[config.mk]
export PLATFORM = sky130hd
export DESIGN_NAME = apwm_timer
export DESIGN_NICKNAME = d
export VERILOG_FILES = /design/src/rtl/apwm_pkg.sv /design/src/rtl/apwm_trig_sync.sv /design/src/rtl/apwm_counter.sv /design/src/rtl/apwm_channel.sv /design/src/rtl/apwm_timer.sv
export SDC_FILE = /design/constraint.sdc
export NUM_CORES = 1
export LEC_CHECK = 0
export BUFFER_PORTS_ARGS = -buffer_cell sky130_fd_sc_hd__buf_2
export CAP_MARGIN = 40
export CORE_MARGIN = 1
export CORE_UTILIZATION = 50
export DETAILED_ROUTE_END_ITERATION = 12
export PLACE_DENSITY_LB_ADDON = 0.15
export SYNTH_ARGS = -nofsm -noshare
export SYNTH_HDL_FRONTEND = slang
export SYNTH_SLANG_ARGS = --single-unit
[constraint.sdc]
create_clock -name clk -period 9.7 [get_ports clk]
set_clock_uncertainty 0.1 [all_clocks]
set_input_delay 2.91 -clock clk [delete_from_list [all_inputs] [get_ports clk]]
set_output_delay 2.91 -clock clk [all_outputs]
set_load 0.03 [all_outputs]
[src/rtl/apwm_pkg.sv]
package apwm_pkg;
  localparam int CNT_W  = 12;
  localparam int DATA_W = 8;
  localparam int ADDR_W = 4;
  localparam int NUM_CH = 4;
  localparam int OP_CH  = 3;          // channel whose status register holds the single-pulse bits
  localparam int HI_W   = CNT_W - DATA_W;

  typedef logic [CNT_W-1:0]  cnt_t;
  typedef logic [DATA_W-1:0] byte_t;

  localparam cnt_t CNT_MAX = '1;

  localparam logic [ADDR_W-1:0] A_RLD_LO = 4'h0;
  localparam logic [ADDR_W-1:0] A_RLD_HI = 4'h1;
  localparam logic [ADDR_W-1:0] A_OE     = 4'h2;

  // level before polarity: high while the count is below the duty value
  function automatic logic pwm_level(input cnt_t count, input cnt_t duty);
    return count < duty;
  endfunction

  function automatic logic cmp_hit(input cnt_t count, input cnt_t duty);
    return count == duty;
  endfunction

  function automatic logic pick_edge(input logic rise, input logic fall, input logic sel_rise);
    return sel_rise ? rise : fall;
  endfunction

  function automatic byte_t hi_byte(input cnt_t v);
    return {{(DATA_W-HI_W){1'b0}}, v[CNT_W-1:DATA_W]};
  endfunction
endpackage

[src/rtl/apwm_trig_sync.sv]
module apwm_trig_sync
  import apwm_pkg::*;
(
  input  logic clk,
  input  logic rst_n,
  input  logic trig_in,
  input  logic sel_rise,
  output logic edge_hit
);
  logic meta_q, sync_q, prev_q;
  logic rise, fall;

  always_ff @(posedge clk or negedge rst_n) begin
    if (!rst_n) begin
      meta_q <= 1'b0;
      sync_q <= 1'b0;
      prev_q <= 1'b0;
    end else begin
      meta_q <= trig_in;
      sync_q <= meta_q;
      prev_q <= sync_q;
    end
  end

  assign rise     = sync_q & ~prev_q;
  assign fall     = ~sync_q & prev_q;
  assign edge_hit = pick_edge(rise, fall, sel_rise);


  single_edge_chk: assert property (@(posedge clk) disable iff (!rst_n)
    (edge_hit && $stable(sel_rise)) |=> !edge_hit);
endmodule

[src/rtl/apwm_counter.sv]
module apwm_counter
  import apwm_pkg::*;
(
  input  logic clk,
  input  logic rst_n,
  input  cnt_t reload,
  input  logic op_en,
  input  logic trig_hit,
  output cnt_t cnt,
  output logic tick,
  output logic ovf,
  output logic start,
  output logic running
);
  cnt_t cnt_q;
  logic run_q;

  assign tick    = !op_en || run_q;
  assign start   = op_en && !run_q && trig_hit;
  assign ovf     = tick && (cnt_q == CNT_MAX);
  assign cnt     = cnt_q;
  assign running = run_q;

  always_ff @(posedge clk or negedge rst_n) begin
    if (!rst_n) begin
      cnt_q <= '0;
      run_q <= 1'b0;
    end else begin
      if (start || ovf)  cnt_q <= reload;
      else if (tick)     cnt_q <= cnt_q + 1'b1;

      if (!op_en)        run_q <= 1'b0;
      else if (start)    run_q <= 1'b1;
      else if (ovf)      run_q <= 1'b0;
    end
  end


  reload_chk: assert property (@(posedge clk) disable iff (!rst_n)
    ovf |=> cnt == $past(reload));

  step_chk: assert property (@(posedge clk) disable iff (!rst_n)
    (tick && !ovf && !start) |=> cnt == $past(cnt) + 1'b1);

  halt_chk: assert property (@(posedge clk) disable iff (!rst_n)
    (op_en && !running && !start) |=> $stable(cnt));

  stop_chk: assert property (@(posedge clk) disable iff (!rst_n)
    (op_en && ovf) |=> !running);
endmodule

[src/rtl/apwm_channel.sv]
module apwm_channel
  import apwm_pkg::*;
#(
  parameter bit GATED = 1'b0
) (
  input  logic  clk,
  input  logic  rst_n,
  input  logic  wr_lo,
  input  logic  wr_hi,
  input  logic  wr_csr,
  input  byte_t wdata,
  input  logic  rd_csr,
  input  cnt_t  cnt,
  input  logic  tick,
  input  logic  load,
  input  logic  running,
  input  logic  op_en,
  input  logic  oe,
  output logic  pwm,
  output logic  flag,
  output logic  pol,
  output cnt_t  duty_pre
);
  cnt_t pre_q, act_q;
  logic pol_q, flag_q;
  logic hit, lvl, idle, raw;

  assign hit  = tick && cmp_hit(cnt, act_q);
  assign lvl  = pwm_level(cnt, act_q);
  assign idle = GATED && op_en && !running;
  assign raw  = idle ? 1'b0 : lvl;
  assign pwm  = oe && (raw ^ pol_q);

  assign flag     = flag_q;
  assign pol      = pol_q;
  assign duty_pre = pre_q;

  always_ff @(posedge clk or negedge rst_n) begin
    if (!rst_n) begin
      pre_q  <= '0;
      act_q  <= '0;
      pol_q  <= 1'b0;
      flag_q <= 1'b0;
    end else begin
      if (wr_lo) pre_q[DATA_W-1:0]     <= wdata;
      if (wr_hi) pre_q[CNT_W-1:DATA_W] <= wdata[HI_W-1:0];
      if (load)  act_q <= pre_q;
      if (wr_csr) pol_q <= wdata[1];
      if (hit)         flag_q <= 1'b1;
      else if (rd_csr) flag_q <= 1'b0;
    end
  end


  duty_hold_chk: assert property (@(posedge clk) disable iff (!rst_n)
    !load |=> $stable(act_q));

  flag_set_chk: assert property (@(posedge clk) disable iff (!rst_n)
    hit |=> flag);

  flag_clr_chk: assert property (@(posedge clk) disable iff (!rst_n)
    (rd_csr && !hit) |=> !flag);
endmodule

[src/rtl/apwm_timer.sv]
module apwm_timer
  import apwm_pkg::*;
(
  input  logic              clk,
  input  logic              rst_n,
  input  logic [ADDR_W-1:0] bus_addr,
  input  logic [DATA_W-1:0] bus_wdata,
  input  logic              bus_we,
  input  logic              bus_re,
  output logic [DATA_W-1:0] bus_rdata,
  input  logic              trig_in,
  output logic [NUM_CH-1:0] pwm_out,
  output logic [NUM_CH-1:0] pwm_oe
);
  cnt_t              reload_q;
  logic [NUM_CH-1:0] oe_q;
  logic              op_en_q, op_rise_q;

  cnt_t              cnt;
  logic              tick, ovf, start, running, edge_hit;
  logic [NUM_CH-1:0] flag, pol;
  cnt_t              duty_pre [NUM_CH];

  logic is_csr, is_duty;
  logic [1:0] csr_ch, duty_ch;

  assign is_csr  = bus_addr[3:2] == 2'b01;
  assign is_duty = bus_addr[3];
  assign csr_ch  = bus_addr[1:0];
  assign duty_ch = bus_addr[2:1];

  always_ff @(posedge clk or negedge rst_n) begin
    if (!rst_n) begin
      reload_q  <= '0;
      oe_q      <= '0;
      op_en_q   <= 1'b0;
      op_rise_q <= 1'b0;
    end else if (bus_we) begin
      if (bus_addr == A_RLD_LO) reload_q[DATA_W-1:0]     <= bus_wdata;
      if (bus_addr == A_RLD_HI) reload_q[CNT_W-1:DATA_W] <= bus_wdata[HI_W-1:0];
      if (bus_addr == A_OE)     oe_q <= bus_wdata[NUM_CH-1:0];
      if (is_csr && csr_ch == 2'(OP_CH)) begin
        op_en_q   <= bus_wdata[3];
        op_rise_q <= bus_wdata[2];
      end
    end
  end

  apwm_trig_sync u_sync (
    .clk      (clk),
    .rst_n    (rst_n),
    .trig_in  (trig_in),
    .sel_rise (op_rise_q),
    .edge_hit (edge_hit)
  );

  apwm_counter u_cnt (
    .clk      (clk),
    .rst_n    (rst_n),
    .reload   (reload_q),
    .op_en    (op_en_q),
    .trig_hit (edge_hit),
    .cnt      (cnt),
    .tick     (tick),
    .ovf      (ovf),
    .start    (start),
    .running  (running)
  );

  for (genvar c = 0; c < NUM_CH; c++) begin : g_ch
    logic wr_lo, wr_hi, wr_csr, rd_csr;
    assign wr_lo  = bus_we && is_duty && duty_ch == 2'(c) && !bus_addr[0];
    assign wr_hi  = bus_we && is_duty && duty_ch == 2'(c) &&  bus_addr[0];
    assign wr_csr = bus_we && is_csr  && csr_ch  == 2'(c);
    assign rd_csr = bus_re && is_csr  && csr_ch  == 2'(c);

    apwm_channel #(.GATED(c >= 2)) u_ch (
      .clk      (clk),
      .rst_n    (rst_n),
      .wr_lo    (wr_lo),
      .wr_hi    (wr_hi),
      .wr_csr   (wr_csr),
      .wdata    (bus_wdata),
      .rd_csr   (rd_csr),
      .cnt      (cnt),
      .tick     (tick),
      .load     (ovf || start),
      .running  (running),
      .op_en    (op_en_q),
      .oe       (oe_q[c]),
      .pwm      (pwm_out[c]),
      .flag     (flag[c]),
      .pol      (pol[c]),
      .duty_pre (duty_pre[c])
    );
  end

  assign pwm_oe = oe_q;

  always_comb begin
    bus_rdata = '0;
    if (bus_addr == A_RLD_LO)      bus_rdata = reload_q[DATA_W-1:0];
    else if (bus_addr == A_RLD_HI) bus_rdata = hi_byte(reload_q);
    else if (bus_addr == A_OE)     bus_rdata = {{(DATA_W-NUM_CH){1'b0}}, oe_q};
    else if (is_csr) begin
      bus_rdata[1] = pol[csr_ch];
      bus_rdata[0] = flag[csr_ch];
      if (csr_ch == 2'(OP_CH)) begin
        bus_rdata[3] = op_en_q;
        bus_rdata[2] = op_rise_q;
      end
    end else if (is_duty) begin
      bus_rdata = bus_addr[0] ? hi_byte(duty_pre[duty_ch]) : duty_pre[duty_ch][DATA_W-1:0];
    end
  end


  oe_gate_chk: assert property (@(posedge clk) disable iff (!rst_n)
    $fell(pwm_oe[0]) |-> !pwm_out[0]);
endmodule

==> results.md <==
- Worst R2R Start: u_cnt.cnt[8]
- Syn Area/Cell: 10.7 um^2
- Setup ws final: 1.91 ns
- CTS max path bufs: 2
- Setup-failing EPs final: 0
- Setup repair bufs after CTS: 0
- Crit-path max FO: 30
- Final Slew Violations: 0
- Crit Reg-Reg Endpoint: u_cnt.cnt[7]
- Die Wd: 124 um
- Power per standard cell area: 304 nW/um^2
- Clk root buf: clkbuf_16
- Startpoint types: input port
- DR vias: 5586
- Crit share post-route: 80.3%
- Top FF cell, synth: dfrtp_1
- Placer Congestion: 0.923
- Worst vdd ir: 151 uV
- Fin cells: 913
- Final hold violation count: 0
- Slew margin rel.: 42.0%
- Outcome: completed
- CTS Buf Count: 17
- Number of synthesized flops with an enable pin: 0
- Ys Warns: 0
- Hpwl dp: 14600 um
- Unrepaired setup endpoints after global routing: no
- R2R depth: 6
- Grt met2 use: 46.4%
- FFs w/ async S/R, synth: 100%
- Hold WC Path Type: reg2reg
- Setup crit end kind: output port
- Share of cells above drive strength 1: 21.8%
- Site Rows: 44
- Worst-margin pin slew: 0.866 ns
- Kind of critical path: in2out
- Port Buffer Count: 32
- Mapped Area: 7450 um^2
- All-Layer GR Usage: 28.1%
- Worst-Skew Late Latency: 0.42 ns
- Required @ worst endpoint: 6.69 ns
- Initial Util: 51.2%
- Leakage: 3.75 nW
- Drt wl/cell: 21.9 um
- Met3 usage: 5.77%
- Inserted Diodes: 0
- Worst-path clk slew: 0.06 ns
- Total gr overflow: 0
- Reg-to-reg slack, setup: 7.18 ns
- Drt via density: 6.12
- Global routing's busiest layer: met2
- Inst Count DP: 882
- Post-Syn Instances: 699
- Period minus WS final: 7.79 ns
- Post-place setup slack: 1.91 ns
- Register area share after synthesis: 46.4%
- Vias in the first global route: 5332
- Hold Path End: u_sync.sync_q
- Largest net degree at the start of global routing: 71
- First-pass GRT wire length: 30900 um
- # hold bufs at CTS: 0
- Met1 Track Usage GR: 37.6%
- Routed Antenna Nets: 0
- Arrival time worst endpoint: 4.78 ns
- H-tree depth: 4
- Cts repair resizes: 0
- Chip Height: 124 um
- Post-route DRC: 0
- Ports: 33
- Area Growth Syn to Fin: 11.9%
- Die ar.: 15400 um^2
- Library cells used by synthesis: 56
- TritonCTS clock tree: built
- Starting DRT DRC Count: 481
- Hold Startpoint: u_sync.meta_q
- Initial antenna violation count: 0
- Post-route setup TNS: 0 ns
- # nets final: 783
- Hold Path Depth: 0
- Yosys reg bits: 138
- 1st-pass router iterations: 5
- Routed WL: 20000 um
- Achievable Freq: 128 MHz
- Clock Sinks: 138
- Max cap viols: 0
- Core Footprint: 14500 um^2
- Mapped Nets: 765
## worst max path at each step
stage | startpoint | end | slack (ns) | depth (start not counted)
2_1_floorplan | bus_addr[0] | bus_rdata[0] | 2.01 | 5
3_5_place_dp | bus_addr[1] | bus_rdata[1] | 1.91 | 6
3_3_place_gp | bus_addr[1] | bus_rdata[1] | 1.94 | 6
5_1_grt | bus_addr[1] | bus_rdata[1] | 1.79 | 6
4_1_cts | bus_addr[1] | bus_rdata[1] | 1.91 | 6
6_report | bus_addr[1] | bus_rdata[1] | 1.91 | 6
## where the power goes
group | leakage [nW] | internal (W) | switching, W
Sequential | 1.72 | 0.000767 | 0.000199
Combinational | 1.73 | 0.000380 | 0.000477
Clock | 0.309 | 0.000461 | 0.000246
## stage by stage
step | total power (W) | utilization, % | cell area, um^2 | hold slack (ns)
2_1_floorplan | 0.00153 | - | 7450 | 0.231
3_3_place_gp | 0.00177 | 52.5 | 7630 | 0.238
3_5_place_dp | 0.00182 | 52.9 | 7690 | 0.241
4_1_cts | 0.00254 | 57.3 | 8330 | 0.253
5_1_grt | 0.00270 | 57.3 | 8330 | 0.278
6_report | 0.00253 | 57.3 | 8330 | 0.250
## cell families (layout without fill, tap and decap cells)
group,count (synthesis),in the layout,share of synthesized area (%)
flops,138,138,46.4
buf+inv,88,118,5.44
compound gates,141,141,11.8
simple gates,190,190,12.3
fa+ha+maj,49,49,8.23
mux,93,93,15.9
## cell usage in the layout (no fill, tap or decap), drive strengths merged, types with 3 or more instances in the layout
master | Yosys | final
mux4 | 13 | 13
and4 | 3 | 3
clkbuf | 13 | 19
o21ai | 59 | 59
a21boi | 3 | 3
clkinv | 0 | 5
mux2i | 10 | 10
bufinv | 0 | 5
nor3 | 6 | 6
a211o | 3 | 3
and3 | 9 | 9
nand2 | 85 | 85
o31ai | 6 | 6
ha | 49 | 49
nor2 | 26 | 26
nor3b | 3 | 3
buf | 25 | 37
inv | 50 | 50
a31oi | 5 | 5
nand2b | 6 | 6
nand4 | 10 | 10
o311ai | 3 | 3
nand3 | 22 | 22
mux2 | 70 | 70
a21o | 5 | 5
nor2b | 7 | 7
a21oi | 33 | 33
o211ai | 6 | 6
a221o | 3 | 3
o41ai | 3 | 3
dfrtp | 138 | 138
## metal layers
metal | vias to the layer above | share of wire, %
li1 | 2538 | -
met1 | 2834 | 43
met2 | 186 | 49
met3 | 28 | 6.1
met4 | 0 | 1.8
met5 | - | 0
## Yosys cell counts, types with 10 or more instances
master | n | share of area [%]
a21oi_1 | 31 | 2.1
buf_4 | 15 | 1.5
clkbuf_1 | 13 | 0.66
dfrtp_1 | 138 | 46
ha_1 | 49 | 8.2
inv_1 | 50 | 2.5
mux2_2 | 70 | 11
mux2i_1 | 10 | 1.3
mux4_2 | 13 | 3.9
nand2_1 | 85 | 4.3
nand3_1 | 22 | 1.5
nand4_1 | 10 | 0.84
nor2_1 | 25 | 1.3
o21ai_0 | 50 | 3.4
## critical path: stages
cell and delay [ns]:
buf_2 0.57, mux4_2 0.61, a21oi_1 0.16, nor2_1 0.06, a311o_1 0.29, buf_2 0.18
## cell type report
class                           count  area [um^2]
Fill cell                        1283         6200
Multi-Input combinational cell    473         3590
Sequential cell                   138         3450
Clock buffer                       19          443
Timing Repair Buffer               37          233
Tap cell                          184          230
Clock inverter                     12          198
Inverter                           50          188
## state kept, by name (all words and copies together) (netlist names)
register	cells
reload_q	12
op_rise_q	1
g_ch.u_ch.pol	4
g_ch.u_ch.duty_pre	48
u_sync.sync_q	1
g_ch.u_ch.flag	4
u_sync.prev_q	1
u_sync.meta_q	1
pwm_oe	4
u_cnt.cnt	12
op_en_q	1
u_cnt.running	1
g_ch.u_ch.act_q	48
(Power assumes the default switching activity.)
